**config.mk**
```make
export PLATFORM = sky130hd
export DESIGN_NAME = twi_eeprom
export DESIGN_NICKNAME = d
export VERILOG_FILES = /design/src/rtl/twi_eeprom_pkg.sv /design/src/rtl/twi_eeprom_dp.sv /design/src/rtl/twi_eeprom_ctrl.sv /design/src/rtl/twi_eeprom.sv
export SDC_FILE = /design/constraint.sdc
export NUM_CORES = 2
export LEC_CHECK = 0
export CORE_UTILIZATION = 57
export CTS_CLUSTER_DIAMETER = 60
export DETAILED_ROUTE_END_ITERATION = 7
export DONT_BUFFER_PORTS = 1
export HOLD_SLACK_MARGIN = 0.08
export PLACE_DENSITY = 0.8
export SLEW_MARGIN = 20
export SYNTH_ARGS = -nofsm -noshare
export SYNTH_HDL_FRONTEND = slang
export SYNTH_HIERARCHICAL = 1
export SYNTH_SLANG_ARGS = --single-unit
```
**constraint.sdc**
```tcl
create_clock -name clk -period 4.71 [get_ports clk]
set_clock_uncertainty 0.15 [all_clocks]
set_input_delay 0.942 -clock clk [delete_from_list [all_inputs] [get_ports clk]]
set_output_delay 0.942 -clock clk [all_outputs]
set_load 0.05 [all_outputs]
```
**src/rtl/twi_eeprom_pkg.sv**
```systemverilog
package twi_eeprom_pkg;

  typedef enum logic [2:0] {
    ST_IDLE,
    ST_DEV,
    ST_ADDR,
    ST_WR,
    ST_RD
  } busState_t;

  // strobes from the control to the datapath, one cycle each
  typedef struct packed {
    logic shiftIn;    // capture one received bit
    logic shiftOut;   // advance the transmit bit
    logic loadTx;     // fetch array byte, bump counter
    logic loadAddr;   // counter <= received byte
    logic writeMem;   // array <= received byte, bump counter
    logic startTimer; // begin programming cycle
  } strobe_t;

endpackage

```
**src/rtl/twi_eeprom_dp.sv**
```systemverilog
module twi_eeprom_dp
  import twi_eeprom_pkg::*;
#(
  parameter int ADDR_W       = 8,
  parameter int WRITE_CYCLES = 1250000
) (
  input  logic       clk,
  input  logic       rstN,
  input  strobe_t    strb,
  input  logic       rxBit,
  output logic [7:0] rxByte,
  output logic       txBit,
  output logic       busy
);
  localparam int DEPTH = 1 << ADDR_W;
  localparam int TMR_W = $clog2(WRITE_CYCLES + 1);

  logic [7:0]        shiftReg;
  logic [ADDR_W-1:0] addrCnt;
  logic [TMR_W-1:0]  timer;
  logic [7:0]        mem [DEPTH];

  always_ff @(posedge clk or negedge rstN) begin
    if (!rstN) begin
      shiftReg <= '0;
      addrCnt  <= '0;
    end else begin
      if (strb.shiftIn)
        shiftReg <= {shiftReg[6:0], rxBit};
      else if (strb.shiftOut)
        shiftReg <= {shiftReg[6:0], 1'b0};
      else if (strb.loadTx)
        shiftReg <= mem[addrCnt];

      if (strb.loadAddr)
        addrCnt <= shiftReg[ADDR_W-1:0];
      else if (strb.loadTx || strb.writeMem)
        addrCnt <= addrCnt + 1'b1;
    end
  end

  // the array has no reset: it stands for nonvolatile cells
  always_ff @(posedge clk) begin
    if (strb.writeMem)
      mem[addrCnt] <= shiftReg;
  end

  always_ff @(posedge clk or negedge rstN) begin
    if (!rstN)
      timer <= '0;
    else if (strb.startTimer)
      timer <= TMR_W'(WRITE_CYCLES);
    else if (timer != '0)
      timer <= timer - 1'b1;
  end

  assign busy   = (timer != '0);
  assign rxByte = shiftReg;
  assign txBit  = shiftReg[7];

  a_r4_addr_wrap: assert property (@(posedge clk) disable iff (!rstN)
    ($past(strb.writeMem) && $past(addrCnt) == {ADDR_W{1'b1}}) |-> addrCnt == '0);

  a_r8_busy_after_start: assert property (@(posedge clk) disable iff (!rstN)
    strb.startTimer |=> busy);

  a_r8_busy_counts_down: assert property (@(posedge clk) disable iff (!rstN)
    (busy && !strb.startTimer) |=> (timer < $past(timer)));

endmodule

```
**src/rtl/twi_eeprom_ctrl.sv**
```systemverilog
module twi_eeprom_ctrl
  import twi_eeprom_pkg::*;
#(
  parameter logic [5:0] DEV_CODE = 6'b101000
) (
  input  logic       clk,
  input  logic       rstN,
  input  logic       sclIn,
  input  logic       sdaIn,
  input  logic       chipAddr,
  input  logic       protectIn,
  input  logic       busy,
  input  logic [7:0] rxByte,
  input  logic       txBit,
  output strobe_t    strb,
  output logic       rxBit,
  output logic       sdaOeN
);
  localparam int SYNC_N = 2;

  logic [SYNC_N-1:0] sclSyncQ, sdaSyncQ;
  logic sclS, sdaS, sclP, sdaP;
  logic sclRise, sclFall, startDet, stopDet;

  busState_t  state;
  logic [3:0] bitCnt;
  logic       ackOut, txEn, wrote, mAckN;
  logic       devMatch, byteDone, lastFall;

  // two-flop synchronizers plus one delay stage for edge detection
  always_ff @(posedge clk or negedge rstN) begin
    if (!rstN) begin
      sclSyncQ <= '1;
      sdaSyncQ <= '1;
      sclP     <= 1'b1;
      sdaP     <= 1'b1;
    end else begin
      sclSyncQ <= {sclSyncQ[SYNC_N-2:0], sclIn};
      sdaSyncQ <= {sdaSyncQ[SYNC_N-2:0], sdaIn};
      sclP     <= sclSyncQ[SYNC_N-1];
      sdaP     <= sdaSyncQ[SYNC_N-1];
    end
  end

  assign sclS     = sclSyncQ[SYNC_N-1];
  assign sdaS     = sdaSyncQ[SYNC_N-1];
  assign sclRise  = sclS & ~sclP;
  assign sclFall  = ~sclS & sclP;
  assign startDet = sclS & sclP & sdaP & ~sdaS;
  assign stopDet  = sclS & sclP & ~sdaP & sdaS;
  assign rxBit    = sdaS;

  assign devMatch = (rxByte[7:2] == DEV_CODE) && (rxByte[1] == chipAddr);
  assign byteDone = sclFall && (bitCnt == 4'd8);
  assign lastFall = sclFall && (bitCnt == 4'd9);

  always_ff @(posedge clk or negedge rstN) begin
    if (!rstN) begin
      state  <= ST_IDLE;
      bitCnt <= '0;
      ackOut <= 1'b0;
      txEn   <= 1'b0;
      wrote  <= 1'b0;
      mAckN  <= 1'b1;
    end else if (startDet) begin
      state  <= ST_DEV;
      bitCnt <= '0;
      ackOut <= 1'b0;
      txEn   <= 1'b0;
    end else if (stopDet) begin
      state  <= ST_IDLE;
      bitCnt <= '0;
      ackOut <= 1'b0;
      txEn   <= 1'b0;
      wrote  <= 1'b0;
    end else if (state != ST_IDLE) begin
      if (sclRise) begin
        if (bitCnt != 4'd9)
          bitCnt <= bitCnt + 1'b1;
        // in read state the ninth-clock level decides whether to continue;
        // right after a read select it is the block's own acknowledge
        if (state == ST_RD && bitCnt == 4'd8)
          mAckN <= sdaS;
      end
      if (byteDone) begin
        case (state)
          ST_DEV: begin
            if (devMatch && !busy) begin
              ackOut <= 1'b1;
              state  <= rxByte[0] ? ST_RD : ST_ADDR;
            end else begin
              state  <= ST_IDLE;
            end
          end
          ST_ADDR: begin
            ackOut <= 1'b1;
            state  <= ST_WR;
          end
          ST_WR: begin
            if (!protectIn) begin
              ackOut <= 1'b1;
              wrote  <= 1'b1;
            end
          end
          default: txEn <= 1'b0;
        endcase
      end
      if (lastFall) begin
        ackOut <= 1'b0;
        bitCnt <= '0;
        if (state == ST_RD) begin
          if (!mAckN) txEn  <= 1'b1;
          else        state <= ST_IDLE;
        end
      end
    end
  end

  always_comb begin
    strb = '0;
    if (!startDet && !stopDet) begin
      if ((state == ST_DEV || state == ST_ADDR || state == ST_WR) &&
          sclRise && bitCnt < 4'd8)
        strb.shiftIn = 1'b1;
      if (byteDone && state == ST_ADDR)
        strb.loadAddr = 1'b1;
      if (byteDone && state == ST_WR && !protectIn)
        strb.writeMem = 1'b1;
      if (state == ST_RD && sclFall && bitCnt >= 4'd1 && bitCnt <= 4'd7)
        strb.shiftOut = 1'b1;
      if (state == ST_RD && lastFall && !mAckN)
        strb.loadTx = 1'b1;
    end
    strb.startTimer = stopDet && wrote;
  end

  assign sdaOeN = ~(ackOut | (txEn & ~txBit));

  a_r5_sda_moves_scl_low: assert property (@(posedge clk) disable iff (!rstN)
    !$stable(sdaOeN) |-> !sclS);

  a_r2_ack_in_ninth_clock: assert property (@(posedge clk) disable iff (!rstN)
    ackOut |-> bitCnt >= 4'd8);

  a_r1_stop_releases: assert property (@(posedge clk) disable iff (!rstN)
    stopDet |=> (sdaOeN && state == ST_IDLE));

  a_r8_no_select_when_busy: assert property (@(posedge clk) disable iff (!rstN)
    (state == ST_DEV && byteDone && busy) |=> !ackOut);

  a_r9_protect_no_ack: assert property (@(posedge clk) disable iff (!rstN)
    (state == ST_WR && byteDone && protectIn) |=> !ackOut);

endmodule

```
**src/rtl/twi_eeprom.sv**
```systemverilog
module twi_eeprom
  import twi_eeprom_pkg::*;
#(
  parameter logic [5:0] DEV_CODE     = 6'b101000,
  parameter int         ADDR_W       = 8,
  parameter int         WRITE_CYCLES = 1250000
) (
  input  logic clk,
  input  logic rstN,
  input  logic sclIn,
  input  logic sdaIn,
  input  logic chipAddr,
  input  logic protectIn,
  output logic sdaOeN
);
  strobe_t    strb;
  logic       rxBit, txBit, busy;
  logic [7:0] rxByte;

  twi_eeprom_ctrl #(.DEV_CODE(DEV_CODE)) u_ctrl (
    .clk(clk), .rstN(rstN), .sclIn(sclIn), .sdaIn(sdaIn),
    .chipAddr(chipAddr), .protectIn(protectIn), .busy(busy),
    .rxByte(rxByte), .txBit(txBit), .strb(strb), .rxBit(rxBit),
    .sdaOeN(sdaOeN)
  );

  twi_eeprom_dp #(.ADDR_W(ADDR_W), .WRITE_CYCLES(WRITE_CYCLES)) u_dp (
    .clk(clk), .rstN(rstN), .strb(strb), .rxBit(rxBit),
    .rxByte(rxByte), .txBit(txBit), .busy(busy)
  );

endmodule

```
==> impl_results.md <==
- Run status: finished clean
- Root buffer cell: clkbuf_16
- Final Util: 64.2%
- Area of the core: 142000 um2
- Pin count of the biggest net entering global routing: 194
- Worst EP required: 5.28 ns
- Unrepaired setup endpoints after global routing: no
- Flops & latches, synth: 2102
- Htree depth: 4
- Arr. time, crit path: 4.97 ns
- # port buffers: 0
- Fin crit share: 93.4%
- Async SR Flop Fraction: 2.57%
- Max clock buf depth: 3
- Routed vias/inst: 6.94
- Global route overflow: 0
- Maxcap violations: 0
- Top-area cell type share of the netlist area: 75.5%
- Total wire length: 203000 um
- Worst min-delay path class: reg2reg
- TritonCTS clock tree: done
- Fill cells: 8648
- Worst path slowest cell: dfrtp_4
- Final Hold Fails: 0
- Post-route setup TNS: 0 ns
- Most used cell, CP: buf_4
- Max_slew headroom: 24.0%
- Starting Density: 57.5%
- Vias in the first global route: 41500
- Critical path class: reg2reg
- FF-to-FF End: u_dp/rxByte[7]$_DFFE_PN0P_
- Worst hold path depth: 0
- Layout area overhead: 11.7%
- Number of flops mapped to enable cells by yosys: 2048
- Clk_lat worst skew: 0.84 ns
- Hpwl dp: 116000 um
- Cts bufs inserted: 198
- Worst Setup End Kind: flip-flop
- Yosys cell types: 68
- Crit Reg-Reg Startpoint: u_dp/addrCnt[1]$_DFFE_PN0P_
- Pwr dens: 434 nW/um2
- Resize count post-CTS: 0
- GP Congestion: 0.860
- GRT Total Usage: 28.2%
- Row cnt: 138
- Syn_nets: 3738
- Drt first pass iters: 6
- Syn Inst Count: 3722
- Peak supply drop: 0.000650 V
- DIE AREA: 144000 um2
- Share of post-route cells with drive strength above 1: 26.8%
- CP bufs+invs: 3
- Vias post-DR: 41200
- Drt first-iter violations: 6710
- Post-CTS setup repair buffer count: 0
- Wirelength per Cell: 34.2 um
- Die Width: 380 um
- I/O pin total: 7
- Register area share after synthesis: 77.2%
- P_leak: 29.4 nW
- Final layout net count: 3908
- Ys Warns: 6
- Worst-path clk slew: 0.06 ns
- Hold path startpoint: u_ctrl/sclSyncQ[0]$_DFF_PN1_
- Synthesized area per cell: 21.9 um2
- Kind of cell adding the most delay to the critical path: compound AO/OA/AOI/OAI gates
- CTS sink cnt: 2102
- Min Clock Period, post-route: 4.40 ns
- Critical-path cell list: buf_12 > buf_4 > mux4_2 > a22oi_1 > a21oi_1 > o41ai_1 > buf_4 > a41oi_1 > a211o_1
- Max incr delay on CP: 0.99 ns
- Worst-Margin Slew: 1.14 ns
- Hold EP: u_ctrl/sclSyncQ[1]$_DFF_PN1_
- Startpoint Class: flip-flop
- DRC violations left: 0
- Final setup violation count: 0
- Slew Limit Fails: 0
- Fmax: 227 MHz
- Cell taking the most area after synthesis: edfxtp_1
- Final ANT Viol Nets: 0
- Die Ht: 380 um
- Antenna violations before repair: 4
- Post-synth top flop: edfxtp_1
- Crit path max fanout: 48
- Largest cells by area after synthesis: edfxtp_1, mux4_2, dfrtp_1, nor2_1, a22oi_1
- R2R cell count: 9
- Worst R2R Setup Slack: 0.31 ns
- Cell area after synthesis: 81500 um2
- First-pass GRT wire length: 293000 um
==> cell usage after synthesis (4+ instances only) <==
library cell     n
edfxtp_1      2048
or2_2            6
nor4_1           5
buf_4            8
or3_1            5
xnor2_1          9
nand2b_1         8
mux2i_1         14
mux4_2         582
nor2_1         290
o211ai_1         4
dfstp_2          7
inv_1           15
a211o_1          4
o41ai_1         16
o21ai_0         15
dfrtp_1         47
a21oi_1         79
a41oi_1          5
nor3_1          10
nor3b_1          5
nand3_1         36
buf_2           59
a211oi_1         4
nor2b_1          6
ha_1            10
nand2_1         69
a22oi_1        136
buf_1           21
clkbuf_1       132
xor2_1          13
==> worst register-to-register path: cells and delay by family, from the launching register on <==
family                 cells  cell delay (ns)
AOI/OAI and AO/OA          5             1.74
buffers and inverters      3             1.06
DFF                        1             0.99
muxes                      1             0.35
==> logic make-up after synthesis <==
family | synth area share, %
buf+inv | 1.25
simple gates | 2.47
xor+xnor | 0.237
mux | 16.3
flops | 77.2
fa+ha+maj | 0.154
compound gates | 2.42
==> worst max path at each step <==
stage | from | end | depth (start not counted)
after floorplan | u_dp/rxByte[3]$_DFFE_PN0P_ | u_ctrl/ackOut$_DFFE_PN0P_ | 4
after global placement | u_dp/addrCnt[0]$_DFFE_PN0P_ | u_dp/rxByte[4]$_DFFE_PN0P_ | 9
after detailed placement | u_dp/addrCnt[0]$_DFFE_PN0P_ | u_dp/rxByte[4]$_DFFE_PN0P_ | 9
after CTS | u_dp/addrCnt[0]$_DFFE_PN0P_ | u_dp/rxByte[4]$_DFFE_PN0P_ | 9
after global routing | u_dp/addrCnt[0]$_DFFE_PN0P_ | u_dp/rxByte[4]$_DFFE_PN0P_ | 9
final | u_dp/addrCnt[1]$_DFFE_PN0P_ | u_dp/rxByte[7]$_DFFE_PN0P_ | 9
==> timing repair <==
action / CTS / global route
endpoints found under the hold margin: 56 / 0
endpoints found under the setup margin: 0 / 0
hold buffers: 4 / 0
==> per-stage QoR <==
stage,hold slack (ns),cells,total power [W],setup slack [ns],cell area [um2]
2_1_floorplan,0.195,3722,0.0238,0.312,81500
3_3_place_gp,0.200,5578,0.0244,0.389,84800
3_5_place_dp,0.200,5578,0.0245,0.364,84800
4_1_cts,0.212,5935,0.0396,0.379,90900
5_1_grt,0.215,5935,0.0403,0.179,91000
6_report,0.210,5937,0.0395,0.312,91000
==> per-layer routing <==
layer	up-vias	GRT usage, %	part of all wire [%]
met3	568	6.82	13
met1	21500	38.6	34
met2	3247	43.8	48
met5	-	0	0.012
met4	4	12.7	5.1
li1	15900	-	-
==> report_power, final <==
group | switching [W] | internal [W] | leakage [nW]
Sequential | 0.000471 | 0.0222 | 19.6
Combinational | 0.00144 | 0.000139 | 6.83
Clock | 0.00697 | 0.00830 | 2.97
Total | 0.00888 | 0.0306 | 29.4
==> placed cells by master, fill, tap and decap left out, drive strengths merged, types with 10 or more instances in the layout <==
master | netlist | final
nand3 | 36 | 36
nand2 | 69 | 69
nor3 | 13 | 13
inv | 15 | 24
clkinv | 1 | 80
xor2 | 13 | 13
nor2 | 291 | 291
a22oi | 136 | 136
edfxtp | 2048 | 2048
buf | 90 | 191
mux2i | 14 | 14
o21ai | 15 | 15
o41ai | 16 | 16
clkbuf | 134 | 250
mux4 | 582 | 582
ha | 10 | 10
dfrtp | 47 | 47
a21oi | 79 | 79
==> state kept, by name, indices dropped and copies added, names as in the netlist <==
name	cells
u_ctrl/sclSyncQ	2
u_ctrl/bitCnt	4
u_ctrl/sclP	1
u_dp/mem	2048
u_dp/addrCnt	8
u_ctrl/txEn	1
u_ctrl/sdaP	1
u_dp/timer	21
u_ctrl/wrote	1
u_dp/rxByte	8
u_ctrl/state	3
u_ctrl/sdaSyncQ	2
u_ctrl/ackOut	1
u_ctrl/mAckN	1
==> cell type report <==
| type | instances | area (um2) | area share, % |
|---|---|---|---|
| inverters | 16 | 60.1 | 0.0660 |
| clock buffers | 250 | 5150 | 5.66 |
| diodes | 2 | 5.00 | 0.00550 |
| flip-flops and latches | 2102 | 62900 | 69.2 |
| repair buffers | 194 | 1870 | 2.06 |
| well taps | 1890 | 2360 | 2.60 |
| clock inverters | 103 | 975 | 1.07 |
| multi-input cells | 1380 | 17600 | 19.4 |
Power figures use the tool's default switching activity.
